## src/rtl/tmon_pkg.sv

```systemverilog
// Shared definitions for the temperature limit event monitor.
// Assumes a 3-bit register address space; unused addresses read as zero.
package tmon_pkg;
    localparam int ADDR_W = 3;

    typedef enum logic [ADDR_W-1:0] {
        A_CTRL = 3'd0,
        A_HIGH = 3'd1,
        A_LOW  = 3'd2,
        A_CRIT = 3'd3,
        A_READ = 3'd4,
        A_STAT = 3'd5
    } reg_addr_e;

    localparam int CTRL_EVT_EN = 0;
    localparam int CTRL_SHDN   = 1;

    // Status word: bit 2 critical, bit 1 below low, bit 0 above high
    typedef struct packed {
        logic crit;
        logic below;
        logic above;
    } tstat_t;
endpackage

```

## src/rtl/tmon_pacer.sv

```systemverilog
// Conversion pacer: counts out the power-up delay after reset, then issues
// a one-clock conversion request every CONV_CYCLES clocks while not shut down.
// Assumes CONV_CYCLES >= 2 and PWRUP_CYCLES >= 1.
module tmon_pacer #(
    parameter int CONV_CYCLES  = 1000,
    parameter int PWRUP_CYCLES = 25000
) (
    input  logic clk,
    input  logic rst_n,
    input  logic shdn,
    output logic pwrup_done,
    output logic conv_req
);
    localparam int CNT_W = (CONV_CYCLES > 1) ? $clog2(CONV_CYCLES) : 1;
    localparam int PU_W  = $clog2(PWRUP_CYCLES + 1);
    localparam logic [CNT_W-1:0] CNT_LAST = CNT_W'(CONV_CYCLES - 1);
    localparam logic [PU_W-1:0]  PU_END   = PU_W'(PWRUP_CYCLES);

    logic [PU_W-1:0]  pu_cnt;
    logic [CNT_W-1:0] cv_cnt;
    logic             running;

    assign pwrup_done = (pu_cnt == PU_END);
    assign running    = pwrup_done && !shdn;
    assign conv_req   = running && (cv_cnt == CNT_LAST);

    // Power-up delay counter, saturating at its end value
    always_ff @(posedge clk) begin
        if (!rst_n)          pu_cnt <= '0;
        else if (!pwrup_done) pu_cnt <= pu_cnt + 1'b1;
    end

    // Conversion interval counter, parked at zero while not running
    always_ff @(posedge clk) begin
        if (!rst_n || !running)    cv_cnt <= '0;
        else if (cv_cnt == CNT_LAST) cv_cnt <= '0;
        else                       cv_cnt <= cv_cnt + 1'b1;
    end


    conv_pulse_chk: assert property (@(posedge clk) disable iff (!rst_n)
        conv_req |=> !conv_req);


    pwrup_hold_chk: assert property (@(posedge clk) disable iff (!rst_n)
        pwrup_done |=> pwrup_done);
endmodule

```

## src/rtl/tmon_eval.sv

```systemverilog
// Sample evaluator: captures accepted samples and computes the three
// signed limit conditions at the same edge. Assumes limits are stable
// while a sample is accepted; status changes only with a new sample.
module tmon_eval
    import tmon_pkg::*;
#(
    parameter int TEMP_W = 12
) (
    input  logic              clk,
    input  logic              rst_n,
    input  logic              smp_valid,
    input  logic [TEMP_W-1:0] smp_data,
    input  logic              pwrup_done,
    input  logic              shdn,
    input  logic [TEMP_W-1:0] lim_high,
    input  logic [TEMP_W-1:0] lim_low,
    input  logic [TEMP_W-1:0] lim_crit,
    output logic [TEMP_W-1:0] reading,
    output logic              rd_valid,
    output tstat_t            status
);
    logic   take;
    tstat_t stat_nx;

    assign take = smp_valid && pwrup_done && !shdn;

    // Signed comparison of the incoming sample against each limit
    always_comb begin
        stat_nx.above = $signed(smp_data) >  $signed(lim_high);
        stat_nx.below = $signed(smp_data) <  $signed(lim_low);
        stat_nx.crit  = $signed(smp_data) >= $signed(lim_crit);
    end

    // Reading, valid flag and status registers, loaded on accepted samples
    always_ff @(posedge clk) begin
        if (!rst_n) begin
            reading  <= '0;
            rd_valid <= 1'b0;
            status   <= '0;
        end else if (take) begin
            reading  <= smp_data;
            rd_valid <= 1'b1;
            status   <= stat_nx;
        end
    end


    rd_capture_chk: assert property (@(posedge clk) disable iff (!rst_n)
        take |=> (reading == $past(smp_data)) && rd_valid);


    no_early_valid_chk: assert property (@(posedge clk) disable iff (!rst_n)
        !pwrup_done |-> !rd_valid);


    hold_chk: assert property (@(posedge clk) disable iff (!rst_n)
        shdn |=> $stable(reading) && $stable(status));
endmodule

```

## src/rtl/tmon_regs.sv

```systemverilog
// Register port: holds control bits and the three limits, and returns any
// register on a combinational read. Reading and status are read-only here.
module tmon_regs
    import tmon_pkg::*;
#(
    parameter int TEMP_W = 12,
    parameter int DATA_W = 16
) (
    input  logic              clk,
    input  logic              rst_n,
    input  logic              reg_we,
    input  logic [ADDR_W-1:0] reg_addr,
    input  logic [TEMP_W-1:0] reg_wdata,
    output logic [DATA_W-1:0] reg_rdata,
    input  logic [TEMP_W-1:0] reading,
    input  logic              rd_valid,
    input  tstat_t            status,
    output logic              evt_en,
    output logic              shdn,
    output logic [TEMP_W-1:0] lim_high,
    output logic [TEMP_W-1:0] lim_low,
    output logic [TEMP_W-1:0] lim_crit
);
    localparam logic [TEMP_W-1:0] HIGH_RST = TEMP_W'(12'h550);
    localparam logic [TEMP_W-1:0] LOW_RST  = '0;
    localparam logic [TEMP_W-1:0] CRIT_RST = TEMP_W'(12'h5F0);

    // Writable registers: control and limits
    always_ff @(posedge clk) begin
        if (!rst_n) begin
            evt_en   <= 1'b0;
            shdn     <= 1'b0;
            lim_high <= HIGH_RST;
            lim_low  <= LOW_RST;
            lim_crit <= CRIT_RST;
        end else if (reg_we) begin
            case (reg_addr_e'(reg_addr))
                A_CTRL: begin
                    evt_en <= reg_wdata[CTRL_EVT_EN];
                    shdn   <= reg_wdata[CTRL_SHDN];
                end
                A_HIGH:  lim_high <= reg_wdata;
                A_LOW:   lim_low  <= reg_wdata;
                A_CRIT:  lim_crit <= reg_wdata;
                default: ;
            endcase
        end
    end

    // Read multiplexer
    always_comb begin
        reg_rdata = '0;
        case (reg_addr_e'(reg_addr))
            A_CTRL: reg_rdata = {{(DATA_W-2){1'b0}}, shdn, evt_en};
            A_HIGH: reg_rdata = {{(DATA_W-TEMP_W){1'b0}}, lim_high};
            A_LOW:  reg_rdata = {{(DATA_W-TEMP_W){1'b0}}, lim_low};
            A_CRIT: reg_rdata = {{(DATA_W-TEMP_W){1'b0}}, lim_crit};
            A_READ: reg_rdata = {rd_valid, {(DATA_W-1-TEMP_W){1'b0}}, reading};
            A_STAT: reg_rdata = {{(DATA_W-3){1'b0}}, status};
            default: reg_rdata = '0;
        endcase
    end


    lim_stable_chk: assert property (@(posedge clk) disable iff (!rst_n)
        !reg_we |=> $stable(lim_high) && $stable(lim_low) && $stable(lim_crit));
endmodule

```

## src/rtl/tmon_event.sv

```systemverilog
// Alarm driver: registers the gated OR of the status bits into a pull-low
// enable. The output is never a drive-high; 0 means released.
module tmon_event
    import tmon_pkg::*;
(
    input  logic   clk,
    input  logic   rst_n,
    input  logic   evt_en,
    input  tstat_t status,
    output logic   evt_pull_low
);
    // Alarm register
    always_ff @(posedge clk) begin
        if (!rst_n) evt_pull_low <= 1'b0;
        else        evt_pull_low <= evt_en && (status != '0);
    end


    evt_gate_chk: assert property (@(posedge clk) disable iff (!rst_n)
        !$past(evt_en) |-> !evt_pull_low);
endmodule

```

## src/rtl/temp_event_monitor.sv

```systemverilog
// Top of the temperature limit event monitor: pacer, evaluator, register
// port and alarm driver. Assumes DATA_W >= TEMP_W + 1.
module temp_event_monitor
    import tmon_pkg::*;
#(
    parameter int TEMP_W       = 12,
    parameter int DATA_W       = 16,
    parameter int CONV_CYCLES  = 1000,
    parameter int PWRUP_CYCLES = 25000
) (
    input  logic              clk,
    input  logic              rst_n,
    input  logic              smp_valid,
    input  logic [TEMP_W-1:0] smp_data,
    output logic              conv_req,
    input  logic              reg_we,
    input  logic [ADDR_W-1:0] reg_addr,
    input  logic [TEMP_W-1:0] reg_wdata,
    output logic [DATA_W-1:0] reg_rdata,
    output logic              evt_pull_low
);
    logic              pwrup_done;
    logic              evt_en;
    logic              shdn;
    logic [TEMP_W-1:0] lim_high;
    logic [TEMP_W-1:0] lim_low;
    logic [TEMP_W-1:0] lim_crit;
    logic [TEMP_W-1:0] reading;
    logic              rd_valid;
    tstat_t            status;

    tmon_pacer #(.CONV_CYCLES(CONV_CYCLES), .PWRUP_CYCLES(PWRUP_CYCLES)) u_pacer (
        .clk(clk), .rst_n(rst_n), .shdn(shdn),
        .pwrup_done(pwrup_done), .conv_req(conv_req)
    );

    tmon_eval #(.TEMP_W(TEMP_W)) u_eval (
        .clk(clk), .rst_n(rst_n), .smp_valid(smp_valid), .smp_data(smp_data),
        .pwrup_done(pwrup_done), .shdn(shdn),
        .lim_high(lim_high), .lim_low(lim_low), .lim_crit(lim_crit),
        .reading(reading), .rd_valid(rd_valid), .status(status)
    );

    tmon_regs #(.TEMP_W(TEMP_W), .DATA_W(DATA_W)) u_regs (
        .clk(clk), .rst_n(rst_n), .reg_we(reg_we), .reg_addr(reg_addr),
        .reg_wdata(reg_wdata), .reg_rdata(reg_rdata),
        .reading(reading), .rd_valid(rd_valid), .status(status),
        .evt_en(evt_en), .shdn(shdn),
        .lim_high(lim_high), .lim_low(lim_low), .lim_crit(lim_crit)
    );

    tmon_event u_event (
        .clk(clk), .rst_n(rst_n), .evt_en(evt_en), .status(status),
        .evt_pull_low(evt_pull_low)
    );


    evt_reset_chk: assert property (@(posedge clk)
        !rst_n |=> !evt_pull_low);
endmodule

```

## config.mk

```make
export PLATFORM = sky130hd
export DESIGN_NAME = temp_event_monitor
export DESIGN_NICKNAME = d
export VERILOG_FILES = /design/src/rtl/tmon_pkg.sv /design/src/rtl/tmon_pacer.sv /design/src/rtl/tmon_eval.sv /design/src/rtl/tmon_regs.sv /design/src/rtl/tmon_event.sv /design/src/rtl/temp_event_monitor.sv
export SDC_FILE = /design/constraint.sdc
export NUM_CORES = 1
export LEC_CHECK = 0
export ABC_AREA = 1
export BUFFER_PORTS_ARGS = -buffer_cell sky130_fd_sc_hd__buf_4
export CAP_MARGIN = 40
export CORE_UTILIZATION = 30
export CTS_CLUSTER_SIZE = 20
export DETAILED_ROUTE_END_ITERATION = 12
export PLACE_DENSITY = 0.53
export SLEW_MARGIN = 20
export SYNTH_ARGS = -nofsm -noshare
export SYNTH_HDL_FRONTEND = slang
export SYNTH_SLANG_ARGS = --single-unit
```

## constraint.sdc

```tcl
create_clock -name clk -period 1.42 [get_ports clk]
set_input_delay 0.142 -clock clk [delete_from_list [all_inputs] [get_ports clk]]
set_output_delay 0.142 -clock clk [all_outputs]
set_load 0.005 [all_outputs]
```

==> results <==
- The clock buffer count from CTS is 9.
- After global routing the overflow that remains totals 0.
- The number of global-route vias before repair was 4,036.
- Once layout is complete, the utilization of the core stands at 0.414.
- The cell count after synthesis is 592.
- The die is 123 microns wide.
- The number of buffers inserted by hold repair at cts is 0.
- From bottom edge to top edge, the die measures 123 microns.
- The final period demand of the worst path is 1.62 ns.
- For this design the static power due to leakage is 0.00256 uW.
- The starting density of the core is 0.312.
- The clock-pin slew of the registers on the worst-case setup and hold paths is 0.06 ns.
- Input and output buffers added on the ports amount to 45.
- The setup violation total in the final timing report is 21.
- Across the run, the number of max-cap violations was 0.
- After synthesis, the mean cell area works out to 7.44 sq um.
- In the final layout, the share of cells above drive strength 1 is 0.263.
- The count of pins over their slew limit is 0.
- The TritonCTS clock tree is yes.
- The area enclosed by the die boundary is 15,200 sq um.
- The final net count is 759.
- The overall routing resource usage is 0.173.
- For this block, the routed nets add up to 12.6 mm of wire.
- The global-route wire length before repair is 20.0 mm.
- The worst setup path is launched from a flip-flop.
- The count of inserted antenna diode cells is 0.
- The critical path data required time is 1.70 ns.
- For this block, the initial DRC count from the detailed router was 292.
- In this run the count of I/O pins placed on the die edge is 49.
- The clock passes through at most 2 buffers.
- The kind of end point of the critical path is a flip-flop.
- In this run the worst hold path is classified as in -> reg.
- The most common library cell in the layout ignoring fill and taps is buf_4.
- The sequential element share of the synthesized area is 0.364.
- Dividing the final minimum period by the clock period gives 1.14.
- In this run, synthesis produced a sequential element count of 80.
- The netlist uses 40 different library cells.
- Dividing the detail-routed via count by the number of cells gives 4.86.
- In the routed design, unresolved DRC markers number 0.
- Entering global routing, the biggest net connects 49 pins.
- The top cell types in the final layout, fill and taps aside, are 97 x buf_4, 80 x inv_1, 78 x dfxtp_1.
- The flow ran to the end, but the final reports show violations.
- The top achievable clock speed is 619 MHz.
- For this run, the leading register cell type out of synthesis is dfxtp_1.
- After routing the design area is 5840 sq um.
- For the final database, setup skew stands at 0.00804 ns.
- Of all nets on the critical path, the largest fanout is 6.
- The worst-case setup margin in the final layout is -0.195 ns.
- The routed layout has 4,238 vias.
- The initial antenna violation count is 0.
- After synthesis, the share of flip-flops with an asynchronous set or reset is 0.
- The summed negative setup slack over all endpoints is -2.21 ns.
- The data arrival time of the worst path is 1.89 ns.
- Dividing total power by cell area gives a power density of 894 nW/um^2.
- The TritonCTS sink count is 80.
- During synthesis, Yosys emitted a total of 0 warnings.
- Routability-driven placement finished with a final weighted congestion of 0.816.
- The deepest level of the CTS H-tree is 3.
- The initialized floorplan defines 43 standard-cell rows.
- The wire length per cell is 14.5 microns.
- The final count of hold timing violations was 0.
- The final reports fail on negative setup slack.
- After floorplanning, the core was sized to cover 14,100 sq um.
- The post-layout total power is 5210 uW.
- Setup repair after global routing could not meet its margin everywhere.
- The maximum vdd ir drop is 0.461 mV.
- The pre-antenna-repair detailed-routing pass consisted of 4 iterations.
- The tightest hold margin is 0.0323 ns.
- Summed over all nets, the half-perimeter wirelength after detailed placement is 9.17 mm.
- The root buffer cell chosen for the clock tree is clkbuf_16.
- The cell area after placement is 5310 sq um.
- For the worst-skew pair, the clock arrives at the later sink with an insertion delay of 0.34 ns.
- Summing every instance area after synthesis gives 4400 sq um.
- In this run the remaining antenna-violating nets after routing total 0.
- Relative to the synthesized area, the layout overhead comes to 32.5%.
- The synthesized design contains 0 enable-type register cells.
- By startpoint and endpoint, the worst setup path is classified as reg -> reg.
[final timing paths]
check,start,slack [ns],cells after the start,end
setup / recovery,u_pacer.pu_cnt[0],-0.20,10,u_eval.status[0]
hold / removal,reg_wdata[7],0.03,3,u_regs.lim_crit[7]
setup reg to reg,u_pacer.pu_cnt[0],-0.20,10,u_eval.status[0]
hold reg to reg,u_pacer.pu_cnt[8],0.44,2,u_pacer.pu_cnt[8]
[logic make-up after synthesis]
group | after synthesis | synth area share
and+or+nand+nor | 199 | 0.217
AOI/OAI and AO/OA | 157 | 0.196
other | 1 | 0.000852
DFF | 80 | 0.364
adders and majority gates | 38 | 0.108
xor gates and xnor gates | 4 | 0.00796
buffers and inverters | 113 | 0.106
[synthesized netlist by cell type, types with 2 or more instances]
master,n,share of area
o2111ai_1,2,0.0040
o21a_1,4,0.0068
inv_2,6,0.0051
nor2_2,5,0.0071
nor3_2,2,0.0045
ha_1,38,0.11
clkbuf_1,7,0.0060
o211ai_1,12,0.020
nand3_1,37,0.042
buf_2,7,0.0080
xor2_1,3,0.0060
clkinv_1,2,0.0017
nor2_4,3,0.0077
nand4_1,7,0.0099
a22oi_1,11,0.019
o21ai_0,57,0.065
inv_1,83,0.071
nor3_1,9,0.010
nand3_2,2,0.0045
dfxtp_1,80,0.36
nor4_1,2,0.0028
buf_4,3,0.0051
nand2_1,71,0.061
nor2_1,52,0.044
nand2_2,2,0.0028
buf_6,3,0.0077
o21ai_1,2,0.0023
a21oi_1,68,0.077
[what timing repair did]
action | in CTS | in global routing
cloned | 1 | 1
setup buffers | 2 | 2
endpoints found under the setup margin | 21 | 35
resized for setup | 25 | 34
pin swaps | 7 | 13
[through the flow]
step / worst slack, ns / std cells
global placement: -0.127 / 854
CTS: -0.189 / 870
floorplan: 0.0119 / 594
global route: -0.270 / 872
detailed placement: -0.139 / 854
finish: -0.195 / 872
[final cells by class]
cell class | count | area, sq um
timing repair inverter | 1 | 5.00
fill | 1459 | 8260
multi-input combinational | 401 | 2510
clock buffer | 13 | 280
inverter | 92 | 350
tap | 180 | 225
timing repair buffer | 105 | 862
sequential | 80 | 1600
[critical path, cell delays in order, from the launching register on]
cell and delay [ns]:
dfxtp_2 0.33, inv_2 0.07, ha_4 0.12, nand4_1 0.11
nor2_4 0.15, buf_6 0.11, nand4_4 0.17, buf_6 0.21
nor2_2 0.09, nand2_1 0.07, a21oi_2 0.12
[registers in the layout, summed over array words and instances (netlist names)]
name and count:
u_eval.rd_valid 1, u_eval.reading 12, u_eval.status 3, u_event.evt_pull_low 1
u_pacer.cv_cnt 10, u_pacer.pu_cnt 15, u_regs.evt_en 1, u_regs.lim_crit 12
u_regs.lim_high 12, u_regs.lim_low 12, u_regs.shdn 1
[metal layers]
layer / GRT usage / wire (microns)
met1: 0.232 / 6020
met2: 0.281 / 5740
met3: 0.0355 / 680
met4: 0.0459 / 191
met5: 0 / 0
[where the power goes]
group	switching, uW	internal [uW]	leakage [uW]
sequential	25.4	2290	0.000649
clock	872	1350	0.000140
combinational	383	297	0.00177
total	1280	3930	0.00256
Note: power is estimated with default switching activity, not from simulation.
